===== src/rtl/l1tm_pkg.sv =====
package l1tm_pkg;
  typedef enum logic [2:0] {
    RQ_LOAD       = 3'd0,
    RQ_STORE      = 3'd1,
    RQ_PREFETCH   = 3'd2,
    RQ_INV_LINE   = 3'd3,
    RQ_INV_ALL    = 3'd4,
    RQ_KILL_ALL   = 3'd5,
    RQ_FLUSH_LINE = 3'd6,
    RQ_FLUSH_ALL  = 3'd7
  } req_kind_e;

  typedef enum logic [1:0] {
    IM_HIT        = 2'd0,
    IM_HIT_SERV   = 2'd1,
    IM_MISS_SERV  = 2'd2,
    IM_MISS_RETRY = 2'd3
  } imm_code_e;

  typedef enum logic [1:0] {
    SL_FREE = 2'd0,
    SL_WAIT = 2'd1,
    SL_DONE = 2'd2
  } slot_st_e;
endpackage


===== src/rtl/l1tm_tag_array.sv =====
module l1tm_tag_array #(
  parameter int LINES  = 8,
  parameter int TAG_W  = 9,
  parameter int SLOTS  = 2,
  parameter int IDX_W  = $clog2(LINES),
  parameter int SLOT_W = $clog2(SLOTS)
) (
  input  logic              clk,
  input  logic              rst_n,
  input  logic [IDX_W-1:0]  lk_idx,
  input  logic [TAG_W-1:0]  lk_tag,
  output logic              lk_hit,
  output logic              lk_pend,
  output logic              lk_busy,
  output logic [SLOT_W-1:0] lk_slot,
  output logic              any_valid,
  input  logic              fill_en,
  input  logic [SLOT_W-1:0] fill_slot,
  input  logic              inv_line_en,
  input  logic              inv_all_en,
  input  logic              kill_en,
  input  logic [SLOTS-1:0]  done_mask
);
  logic [LINES-1:0]  valid_q, pend_q;
  logic [TAG_W-1:0]  tag_q  [LINES];
  logic [SLOT_W-1:0] slot_q [LINES];

  logic tag_eq;
  assign tag_eq    = (tag_q[lk_idx] == lk_tag);
  assign lk_hit    = valid_q[lk_idx] && tag_eq;
  assign lk_pend   = pend_q[lk_idx];
  assign lk_busy   = pend_q[lk_idx] && !tag_eq;
  assign lk_slot   = slot_q[lk_idx];
  assign any_valid = |valid_q;

  always_ff @(posedge clk) begin
    if (!rst_n) begin
      valid_q <= '0;
      pend_q  <= '0;
      for (int i = 0; i < LINES; i++) begin
        tag_q[i]  <= '0;
        slot_q[i] <= '0;
      end
    end else begin
      for (int i = 0; i < LINES; i++) begin
        // a fill completing releases only the line it belongs to
        if (pend_q[i] && done_mask[slot_q[i]]) pend_q[i] <= 1'b0;
        if (inv_all_en || (kill_en && pend_q[i]) ||
            (inv_line_en && lk_idx == IDX_W'(i))) begin
          valid_q[i] <= 1'b0;
          pend_q[i]  <= 1'b0;
        end
        if (fill_en && lk_idx == IDX_W'(i)) begin
          valid_q[i] <= 1'b1;
          pend_q[i]  <= 1'b1;
          tag_q[i]   <= lk_tag;
          slot_q[i]  <= fill_slot;
        end
      end
    end
  end

  assert_inv_all_clears_R8: assert property (@(posedge clk) disable iff (!rst_n)
    inv_all_en |=> !any_valid);
  assert_kill_drops_pending_R9: assert property (@(posedge clk) disable iff (!rst_n)
    kill_en |=> (pend_q == '0));
endmodule


===== src/rtl/l1tm_miss_slots.sv =====
module l1tm_miss_slots
  import l1tm_pkg::*;
#(
  parameter int SLOTS  = 2,
  parameter int ID_W   = 4,
  parameter int LAT    = 4,
  parameter int SLOT_W = $clog2(SLOTS),
  parameter int CNT_W  = $clog2(LAT + 1)
) (
  input  logic              clk,
  input  logic              rst_n,
  input  logic              alloc_en,
  input  logic [ID_W-1:0]   alloc_id,
  input  logic              alloc_hitresp,
  input  logic [CNT_W-1:0]  alloc_cnt,
  input  logic              kill_en,
  input  logic [SLOT_W-1:0] q_slot,
  output logic [CNT_W-1:0]  q_cnt,
  output logic              free_any,
  output logic [SLOT_W-1:0] free_slot,
  output logic [SLOTS-1:0]  done_mask,
  output logic              dly_valid,
  input  logic              dly_ready,
  output logic              dly_hitresp,
  output logic [ID_W-1:0]   dly_id
);
  slot_st_e          st_q  [SLOTS];
  logic [CNT_W-1:0]  cnt_q [SLOTS];
  logic [ID_W-1:0]   id_q  [SLOTS];
  logic [SLOTS-1:0]  hr_q;
  logic              lock_q;
  logic [SLOT_W-1:0] lock_slot_q;

  logic              done_any;
  logic [SLOT_W-1:0] done_slot, sel;
  logic              pop;

  always_comb begin
    free_any  = 1'b0;
    free_slot = '0;
    done_any  = 1'b0;
    done_slot = '0;
    for (int s = SLOTS - 1; s >= 0; s--) begin
      if (st_q[s] == SL_FREE) begin free_any = 1'b1; free_slot = SLOT_W'(s); end
      if (st_q[s] == SL_DONE) begin done_any = 1'b1; done_slot = SLOT_W'(s); end
    end
  end

  for (genvar s = 0; s < SLOTS; s++) begin : g_done
    assign done_mask[s] = (st_q[s] == SL_WAIT) && (cnt_q[s] == CNT_W'(1));
  end

  assign q_cnt       = cnt_q[q_slot];
  assign sel         = lock_q ? lock_slot_q : done_slot;
  assign dly_valid   = lock_q || done_any;
  assign dly_hitresp = hr_q[sel];
  assign dly_id      = id_q[sel];
  assign pop         = dly_valid && dly_ready;

  always_ff @(posedge clk) begin
    if (!rst_n) begin
      lock_q      <= 1'b0;
      lock_slot_q <= '0;
      hr_q        <= '0;
      for (int s = 0; s < SLOTS; s++) begin
        st_q[s]  <= SL_FREE;
        cnt_q[s] <= '0;
        id_q[s]  <= '0;
      end
    end else begin
      lock_q      <= dly_valid && !dly_ready && !kill_en;
      lock_slot_q <= sel;
      for (int s = 0; s < SLOTS; s++) begin
        if (kill_en) begin
          st_q[s] <= SL_FREE;
        end else begin
          if (st_q[s] == SL_WAIT) begin
            cnt_q[s] <= cnt_q[s] - CNT_W'(1);
            if (cnt_q[s] == CNT_W'(1)) st_q[s] <= SL_DONE;
          end
          if (pop && sel == SLOT_W'(s)) st_q[s] <= SL_FREE;
          if (alloc_en && free_slot == SLOT_W'(s)) begin
            id_q[s]  <= alloc_id;
            hr_q[s]  <= alloc_hitresp;
            cnt_q[s] <= alloc_cnt;
            st_q[s]  <= (alloc_cnt == '0) ? SL_DONE : SL_WAIT;
          end
        end
      end
    end
  end

  assert_alloc_needs_free_R5: assert property (@(posedge clk) disable iff (!rst_n)
    alloc_en |-> free_any);
  assert_kill_silences_R9: assert property (@(posedge clk) disable iff (!rst_n)
    kill_en |=> !dly_valid);
  assert_dly_hold_R6: assert property (@(posedge clk) disable iff (!rst_n)
    (dly_valid && !dly_ready && !kill_en) |=>
      (dly_valid && $stable(dly_id) && $stable(dly_hitresp)));
endmodule


===== src/rtl/l1_timing_cache.sv =====
module l1_timing_cache
  import l1tm_pkg::*;
#(
  parameter int ADDR_W     = 16,
  parameter int LINES      = 8,
  parameter int LINE_BYTES = 16,
  parameter int ID_W       = 4,
  parameter int SLOTS      = 2,
  parameter int MISS_LAT   = 4
) (
  input  logic              clk,
  input  logic              rst_n,
  input  logic              req_valid,
  output logic              req_ready,
  input  logic [2:0]        req_kind,
  input  logic [ADDR_W-1:0] req_addr,
  input  logic [ID_W-1:0]   req_id,
  output logic              imm_valid,
  output logic [1:0]        imm_code,
  output logic              dly_valid,
  input  logic              dly_ready,
  output logic              dly_code,
  output logic [ID_W-1:0]   dly_id
);
  localparam int OFF_W  = $clog2(LINE_BYTES);
  localparam int IDX_W  = $clog2(LINES);
  localparam int TAG_W  = ADDR_W - OFF_W - IDX_W;
  localparam int SLOT_W = $clog2(SLOTS);
  localparam int CNT_W  = $clog2(MISS_LAT + 1);

  logic [IDX_W-1:0]  idx;
  logic [TAG_W-1:0]  tag;
  logic              unused_offset;
  assign idx           = req_addr[OFF_W +: IDX_W];
  assign tag           = req_addr[ADDR_W-1 -: TAG_W];
  assign unused_offset = ^req_addr[OFF_W-1:0];

  logic              lk_hit, lk_pend, lk_busy, any_valid;
  logic [SLOT_W-1:0] lk_slot, free_slot;
  logic [CNT_W-1:0]  q_cnt, alloc_cnt;
  logic              free_any;
  logic [SLOTS-1:0]  done_mask;
  logic              alloc_en, alloc_hr, fill_en, inv_line_en, inv_all_en, kill_en;
  imm_code_e         code;
  req_kind_e         kind;

  assign kind      = req_kind_e'(req_kind);
  assign req_ready = 1'b1;
  assign imm_valid = req_valid;
  assign imm_code  = code;

  always_comb begin
    code        = IM_HIT;
    alloc_en    = 1'b0;
    alloc_hr    = 1'b0;
    alloc_cnt   = CNT_W'(MISS_LAT);
    fill_en     = 1'b0;
    inv_line_en = 1'b0;
    inv_all_en  = 1'b0;
    kill_en     = 1'b0;
    if (req_valid) begin
      unique case (kind)
        RQ_LOAD, RQ_STORE, RQ_PREFETCH: begin
          if (lk_hit && !lk_pend) begin
            code = IM_HIT;
          end else if (lk_hit) begin
            if (free_any) begin
              code      = IM_HIT_SERV;
              alloc_en  = 1'b1;
              alloc_hr  = 1'b1;
              alloc_cnt = q_cnt - CNT_W'(1);
            end else begin
              code = IM_MISS_RETRY;
            end
          end else if (lk_busy || !free_any) begin
            code = IM_MISS_RETRY;
          end else begin
            code     = IM_MISS_SERV;
            alloc_en = 1'b1;
            fill_en  = 1'b1;
          end
        end
        RQ_INV_LINE: begin
          inv_line_en = lk_hit;
          code        = IM_HIT;
        end
        RQ_FLUSH_LINE: begin
          inv_line_en = lk_hit;
          code        = lk_hit ? IM_HIT : IM_MISS_SERV;
        end
        RQ_INV_ALL: begin
          inv_all_en = 1'b1;
          code       = IM_HIT;
        end
        RQ_FLUSH_ALL: begin
          inv_all_en = 1'b1;
          code       = any_valid ? IM_HIT : IM_MISS_SERV;
        end
        RQ_KILL_ALL: begin
          kill_en = 1'b1;
          code    = IM_HIT;
        end
        default: code = IM_HIT;
      endcase
    end
  end

  l1tm_tag_array #(
    .LINES(LINES), .TAG_W(TAG_W), .SLOTS(SLOTS), .IDX_W(IDX_W), .SLOT_W(SLOT_W)
  ) u_tags (
    .clk(clk), .rst_n(rst_n),
    .lk_idx(idx), .lk_tag(tag),
    .lk_hit(lk_hit), .lk_pend(lk_pend), .lk_busy(lk_busy), .lk_slot(lk_slot),
    .any_valid(any_valid),
    .fill_en(fill_en), .fill_slot(free_slot),
    .inv_line_en(inv_line_en), .inv_all_en(inv_all_en), .kill_en(kill_en),
    .done_mask(done_mask)
  );

  l1tm_miss_slots #(
    .SLOTS(SLOTS), .ID_W(ID_W), .LAT(MISS_LAT), .SLOT_W(SLOT_W), .CNT_W(CNT_W)
  ) u_slots (
    .clk(clk), .rst_n(rst_n),
    .alloc_en(alloc_en), .alloc_id(req_id), .alloc_hitresp(alloc_hr),
    .alloc_cnt(alloc_cnt), .kill_en(kill_en),
    .q_slot(lk_slot), .q_cnt(q_cnt),
    .free_any(free_any), .free_slot(free_slot), .done_mask(done_mask),
    .dly_valid(dly_valid), .dly_ready(dly_ready),
    .dly_hitresp(dly_code), .dly_id(dly_id)
  );

  assert_ready_always_R1: assert property (@(posedge clk) disable iff (!rst_n)
    req_ready && (imm_valid == req_valid));
endmodule


===== config.mk =====
export PLATFORM = sky130hd
export DESIGN_NAME = l1_timing_cache
export DESIGN_NICKNAME = d
export VERILOG_FILES = /design/src/rtl/l1tm_pkg.sv /design/src/rtl/l1tm_tag_array.sv /design/src/rtl/l1tm_miss_slots.sv /design/src/rtl/l1_timing_cache.sv
export SDC_FILE = /design/constraint.sdc
export NUM_CORES = 1
export LEC_CHECK = 0
export BUFFER_PORTS_ARGS = -buffer_cell sky130_fd_sc_hd__buf_2
export CAP_MARGIN = 20
export CORE_MARGIN = 1.5
export CORE_UTILIZATION = 55
export CTS_CLUSTER_SIZE = 12
export DETAILED_ROUTE_END_ITERATION = 6
export GPL_ROUTABILITY_DRIVEN = 0
export PLACE_DENSITY = 0.73
export SETUP_SLACK_MARGIN = 0.2
export SYNTH_ARGS = -nofsm -noshare
export SYNTH_HDL_FRONTEND = slang
export SYNTH_SLANG_ARGS = --single-unit

===== constraint.sdc =====
create_clock -name clk -period 3.9 [get_ports clk]
set_input_delay 0 -clock clk [delete_from_list [all_inputs] [get_ports clk]]
set_output_delay 0 -clock clk [all_outputs]
set_load 0.05 [all_outputs]

==> summary.md, run 1 <==
| Metric | Value |
|---|---|
| Synth Cell Area | `6230 um2` |
| Vias in the first global route | `4663` |
| Initial antenna violation count | `0` |
| Antenna diodes | `0` |
| YS warnings | `0` |
| #FFs+latches synth | `118` |
| Status | `finished clean` |
| Synth area leader | `edfxtp_1` |
| Die X | `109 um` |
| Die area | `12000 um2` |
| VDD IR max | `0.258 mV` |
| Share of cells above drive strength 1 | `19.7%` |
| I/O Pins | `37` |
| Critical Path End Type | `flip-flop` |
| Post-synthesis sequential area ratio | `52.9%` |
| CTS Sinks | `118` |
| Crit path max fanout | `10` |
| CP Launch Type | `flip-flop` |
| Skew-Pair Late Insertion Delay | `0.42 ns` |
| CTS tree | `built` |
| Synth Net Count | `588` |
| Synth Flop Type | `edfxtp_1` |
| Total power | `3360 uW` |
| # resized after CTS | `0` |
| # nets final | `652` |
| # DRC | `0` |
| Post-CTS setup buffers | `0` |
| Syn_area_per_cell | `11.2 um2` |
| Post-DRT Antenna Nets | `0` |
| Max-slew violation count | `0` |
| H-tree depth | `4` |
| Initial Util | `56.9%` |
| Synth top area cells | `edfxtp_1, dfxtp_1, mux2i_1, and2_1, mux4_2` |
| Most crowded layer after global routing | `met2` |
| RSZ-0062 raised after global routing | `false` |
| GR Util met1 | `33.8%` |
| Clock Path Buffers | `2` |
| Synth top area share | `44.8%` |
| Filler cell count | `819` |
| Tightest Hold Check Type | `primary input to flip-flop` |
| GRT Util Overall | `27.1%` |
| Number of iterations in the first detailed-routing pass | `5` |
| Met3 usage | `5.63%` |
| Std cell rows | `38` |
| Data arrival, critical path | `3.62 ns` |
| Maxcap violations | `0` |
| Wire per inst | `19.6 um` |
| M2 GR Usage | `44.9%` |
| First-pass GRT wire length | `23.7 mm` |
| Finished Layout Cells | `773` |
| Leakage power | `0.00290 uW` |
| Clk_skew | `0.0102 ns` |
| Area delta synth->final | `17.2%` |
| Critical path required time | `4.02 ns` |
| Relative slew margins | `47.2%` |
| Cell Pwr Density | `460 nW/um2` |
| Count leader, synth | `edfxtp_1` |
| CTS Buf Count | `17` |
| Die H | `109 um` |
| Setup-failing EPs final | `0` |
| Via count | `4704` |
| Peak Freq | `285 MHz` |
| Detailed Place HPWL | `10.7 mm` |
| Crit Path Category | `flip-flop to flip-flop` |
| Top cells by count, synth | `edfxtp_1, nand2_1, and2_1, nor2_1, mux2i_1` |
| Final global-route overflow total | `0` |
| Number of distinct library cells after synthesis | `71` |
| Final Cycle Share | `89.9%` |
| Worst-path clk slew | `0.05 ns` |
| Setup TNS | `0 ns` |
| Endpoints failing hold | `0` |
| Cells after DPL | `731` |
| Cell count after synthesis | `556` |
| Starting DRT DRC Count | `448` |
| CTS root buf | `clkbuf_16` |
| Worst-Margin Slew | `0.786 ns` |
| Async set or reset register ratio after synthesis | `0%` |
| DRT Wirelength | `15.1 mm` |
| Post-synth EDFFs | `93` |
| Core area | `10900 um2` |
| Largest net degree at the start of global routing | `44` |
| Crit path time final | `3.50 ns` |
| Via density | `6.09` |
| I/O Buffers | `31` |
-- area by class of cell --
| type | instances | area (um2) | area share [%] |
|---|---|---|---|
| tap | 140 | 175 | 2.40 |
| sequential | 118 | 3290 | 45.1 |
| timing repair buffer | 71 | 480 | 6.58 |
| clock buffer | 22 | 464 | 6.36 |
| clock inverter | 10 | 105 | 1.44 |
| inverter | 21 | 78.8 | 1.08 |
| multi-input combinational | 391 | 2700 | 37.0 |
-- through the flow --
stage | hold WS, ns | instance area (um2) | util, % | worst slack [ns]
CTS | 0.000750 | 7300 | 66.8 | 0.439
floorplan | 0.0761 | 6230 | - | 0.304
global placement | 0.195 | 6630 | 60.6 | 0.396
global route | 0.0410 | 7300 | 66.8 | 0.209
detailed placement | 0.200 | 6630 | 60.6 | 0.298
finish | 0.00714 | 7300 | 66.8 | 0.395
-- layer usage --
layer	vias up	wire (um)
met3	36	982
met1	2276	6250
met4	0	420
li1	2198	-
met2	194	7470
met5	-	0
-- worst paths after layout --
| check | from | end | slack [ns] | depth (start not counted) |
|---|---|---|---|---|
| worst max register to register | u_tags.tag_q[5][4] | u_tags.tag_q[6][4] | 0.40 | 10 |
| worst min register to register | u_tags.pend_q[2] | u_tags.pend_q[2] | 0.48 | 2 |
| worst max-delay path | u_tags.tag_q[5][4] | u_tags.tag_q[6][4] | 0.40 | 10 |
| worst min-delay path | req_addr[13] | u_tags.tag_q[4][6] | 0.007 | 3 |
-- cell usage in the layout, fill, tap and decap left out, types with 18 or more instances in the layout --
master and n:
edfxtp_1 93, nand2_1 53, and2_1 42, nor2_1 39, mux2i_1 31, buf_2 31, buf_4 30, dfxtp_1 25
inv_1 21, o21ai_0 20, a21oi_1 18
-- registers in the layout, summed over array words and instances, names as in the netlist --
register	count
u_tags.tag_q	72
u_slots.id_q	8
u_tags.pend_q	8
u_tags.slot_q	8
u_tags.valid_q	8
u_slots.cnt_q	6
u_slots.st_q	4
u_slots.hr_q	2
u_slots.lock_q	1
u_slots.lock_slot_q	1
-- kinds of logic after synthesis --
| family | after synthesis | share of synthesized area (%) |
|---|---|---|
| compound gates | 109 | 12.3 |
| xor+xnor | 10 | 1.41 |
| fa+ha+maj | 5 | 1.00 |
| buf+inv | 47 | 3.80 |
| flops | 118 | 52.9 |
| mux | 51 | 10.2 |
| other cells | 1 | 0.0602 |
| simple gates | 215 | 18.3 |
-- critical path: stages (launching register included) --
cell and delay, ns:
edfxtp_1 0.34, mux2i_1 0.08, a32o_1 0.26, a211oi_1 0.26
xnor2_1 0.18, or4bb_1 0.54, buf_4 0.19, nor3_1 0.42
o21ai_1 0.39, o31ai_2 0.34, buf_4 0.21
-- repair_timing --
action                     in CTS  in global routing
hold endpoints to repair       17                  0
hold buffers                   10                  0
setup endpoints to repair       0                  0
-- where the power goes --
part           internal (uW)  leakage, uW  switching, uW  total (uW)
Sequential              1420      0.00117           28.0        1450
Clock                    965     0.000279            540        1510
Combinational            150      0.00145            251         401
Total                   2540      0.00290            819        3360
Note: power is estimated with default switching activity, not from simulation.
==> run 2: changes to the inputs <==
--- a/config.mk
+++ b/config.mk
@@ -7,12 +7,14 @@
 export LEC_CHECK = 0
 export BUFFER_PORTS_ARGS = -buffer_cell sky130_fd_sc_hd__buf_2
 export CAP_MARGIN = 20
+export CELL_PAD_IN_SITES_DETAIL_PLACEMENT = 2
+export CELL_PAD_IN_SITES_GLOBAL_PLACEMENT = 2
 export CORE_MARGIN = 1.5
-export CORE_UTILIZATION = 55
+export CORE_UTILIZATION = 41
 export CTS_CLUSTER_SIZE = 12
 export DETAILED_ROUTE_END_ITERATION = 6
 export GPL_ROUTABILITY_DRIVEN = 0
-export PLACE_DENSITY = 0.73
+export PLACE_DENSITY_LB_ADDON = 0.1
 export SETUP_SLACK_MARGIN = 0.2
 export SYNTH_ARGS = -nofsm -noshare
 export SYNTH_HDL_FRONTEND = slang
==> run 2 against run 1 <==
Against the previous run:
- setup slack improved by 0.023 ns
- critical endpoint is now u_tags.tag_q[3][1]
- die area increased by 33%
- clock power increased by 7%
- register-to-register slack improved by 0.02 ns
- non-clock buffer count rose by 7
- design area up 2.3%
- clock skew shrank 0.0027 ns
- via count rose by 4.3%
- worst hold slack gained 0.0058 ns
- cell count up 6.6%
==> summary.md, run 2 (synthesized netlist as in run 1, its figures left out) <==
| Metric | Value |
|---|---|
| Largest register by flop count | `u_tags.tag_q` |
| Tightest Hold Check Type | `primary input to flip-flop` |
| CTS Sinks | `118 (unchanged)` |
| Clk_skew | `0.00744 ns (-0.00274 ns)` |
| Multi-input logic area | `2710 um2 (about the same)` |
| Filler cell count | `1494 (+82%)` |
| Crit-path cells | `mux4_2, mux2i_1, xor2_1, nand3_2, or3_4, or4_4, a21oi_2, nand2b_1, buf_4` |
| Max reg flops | `72 (unchanged)` |
| Setup-failing EPs final | `0 (unchanged)` |
| Final global-route overflow total | `0 (unchanged)` |
| Pre-CTS setup slack | `0.266 ns (-0.0319 ns)` |
| First-pass GRT wire length | `32.3 mm (+36%)` |
| Std cell rows | `44 (+16%)` |
| Top delay family on crit path | `simple AND/OR/NAND/NOR gates` |
| RSZ-0062 raised after global routing | `false` |
| Core area | `14700 um2 (+34%)` |
| Final Cycle Share | `89.3% (-0.60 points)` |
| Peak Freq | `287 MHz (+0.67%)` |
| Clock Path Buffers | `2 (unchanged)` |
| I/O Pins | `37 (unchanged)` |
| CP peak stage delay | `0.59 ns (+0.05 ns)` |
| CTS Buf Count | `17 (unchanged)` |
| WP buf/inv | `1 (-1)` |
| Number of iterations in the first detailed-routing pass | `4 (-1)` |
| Die X | `126 um (+15%)` |
| Data arrival, critical path | `3.59 ns (-0.03 ns)` |
| Via density | `5.96 (-2.1%)` |
| Crit path max fanout | `9 (-1)` |
| I/O Buffers | `31 (unchanged)` |
| Worst-path clk slew | `0.06 ns (about the same)` |
| Setup TNS | `0 ns (unchanged)` |
| Via count | `4908 (+4.3%)` |
| FF+latch area | `3290 um2 (unchanged)` |
| Post-DRT Antenna Nets | `0 (unchanged)` |
| Crit Path Category | `flip-flop to flip-flop` |
| CTS tree | `built` |
| Maxcap violations | `0 (unchanged)` |
| VDD IR max | `0.277 mV (+7.4%)` |
| Initial antenna violation count | `0 (unchanged)` |
| Detailed Place HPWL | `14.6 mm (+37%)` |
| Cell Pwr Density | `470 nW/um2 (+2.0%)` |
| Vias in the first global route | `5604 (+20%)` |
| Critical Path End Type | `flip-flop` |
| Wire per inst | `25.0 um (+28%)` |
| Critical path required time | `4.01 ns (about the same)` |
| Skew-Pair Late Insertion Delay | `0.42 ns (about the same)` |
| Antenna diodes | `0 (unchanged)` |
| CP Launch Type | `flip-flop` |
| Worst-Margin Slew | `0.812 ns (+0.0252 ns)` |
| Die area | `15900 um2 (+33%)` |
| Starting DRT DRC Count | `336 (-25%)` |
| Crit path time final | `3.48 ns (-0.0235 ns)` |
| Relative slew margins | `45.3% (-1.9 points)` |
| # nets final | `659 (+1.1%)` |
| DRT Wirelength | `20.6 mm (+36%)` |
| Max-slew violation count | `0 (unchanged)` |
| Area delta synth->final | `19.9%` |
| H-tree depth | `4 (unchanged)` |
| Initial Util | `42.4% (-15 points)` |
| Die H | `126 um (+15%)` |
| Commonest non-fill, non-tap cell in the layout | `edfxtp_1` |
| Largest net degree at the start of global routing | `44 (unchanged)` |
| Leakage power | `0.00295 uW (+1.7%)` |
| Share of cells above drive strength 1 | `20.9% (+1.2 points)` |
| # DRC | `0 (unchanged)` |
| Status | `finished clean` |
| Setup WS post-layout | `0.419 ns (+0.0235 ns)` |
| Commonest cells after routing, fill and taps aside | `edfxtp_1, nand2_1, and2_1` |
| Endpoints failing hold | `0 (unchanged)` |
| Slowest CP cell | `or4_4` |
| GRT Util Overall | `27.6% (+0.57 points)` |
| CTS root buf | `clkbuf_16` |
[run 2: cell count changes in the layout (fill, tap and decap cells not counted), moves of 2 or more]
cell	previous run	this run
clkinv_2	6	1
buf_12	0	2
dlygate4sd3_1	10	8
buf_4	30	37
[run 2: worst paths after layout]
path              slack [ns]                from                  to  cells after the start
setup / recovery        0.42  u_tags.tag_q[7][1]  u_tags.tag_q[3][1]                      9
hold / removal          0.01         req_addr[9]  u_tags.tag_q[5][2]                      3
setup reg to reg        0.42  u_tags.tag_q[7][1]  u_tags.tag_q[3][1]                      9
hold reg to reg         0.49    u_tags.pend_q[3]    u_tags.pend_q[3]                      2
[run 2: routing by layer]
layer  GRT usage, %  wire, um
met5              0         0
met2           49.5     10800
met4           10.5       493
met3           5.31       677
met1           32.9      8610
[run 2: layout make-up]
cell class | instances | area share [%]
Multi-Input combinational cell | 391 | 36.2
Sequential cell | 118 | 44.1
Clock inverter | 8 | 1.66
Clock buffer | 24 | 6.45
Tap cell | 184 | 3.08
Timing Repair Buffer | 78 | 7.41
Inverter | 21 | 1.06
[run 2: through the flow]
stage | power (uW) | cells | hold WS, ns | area (um2) | util [%]
after global routing | 3620 | 824 | 0.0222 | 7470 | 50.8
final | 3510 | 824 | 0.0130 | 7470 | 50.8
after CTS | 3530 | 824 | 0.000608 | 7460 | 50.8
after global placement | 1880 | 784 | 0.194 | 6780 | 46.1
after floorplan | 1740 | 556 | 0.0761 | 6230 | -
after detailed placement | 1900 | 784 | 0.212 | 6780 | 46.1
[run 2: report_power, final]
group	switching [uW]	internal, uW
Combinational	281	158
Sequential	30.2	1420
Clock	558	1050
Total	870	2640
[run 2: repair_timing]
| item | CTS | global route |
|---|---|---|
| gates resized for setup | 0 | 1 |
| setup buffers | 0 | 0 |
| hold endpoints to repair | 13 | 0 |
| hold buffers | 8 | 0 |
| setup endpoints to repair | 0 | 6 |
[run 2: worst register-to-register path, stage by stage (launching register included)]
cell,delay [ns]
edfxtp_1,0.37
mux4_2,0.49
mux2i_1,0.20
xor2_1,0.29
nand3_2,0.20
or3_4,0.48
or4_4,0.59
a21oi_2,0.18
nand2b_1,0.13
buf_4,0.25
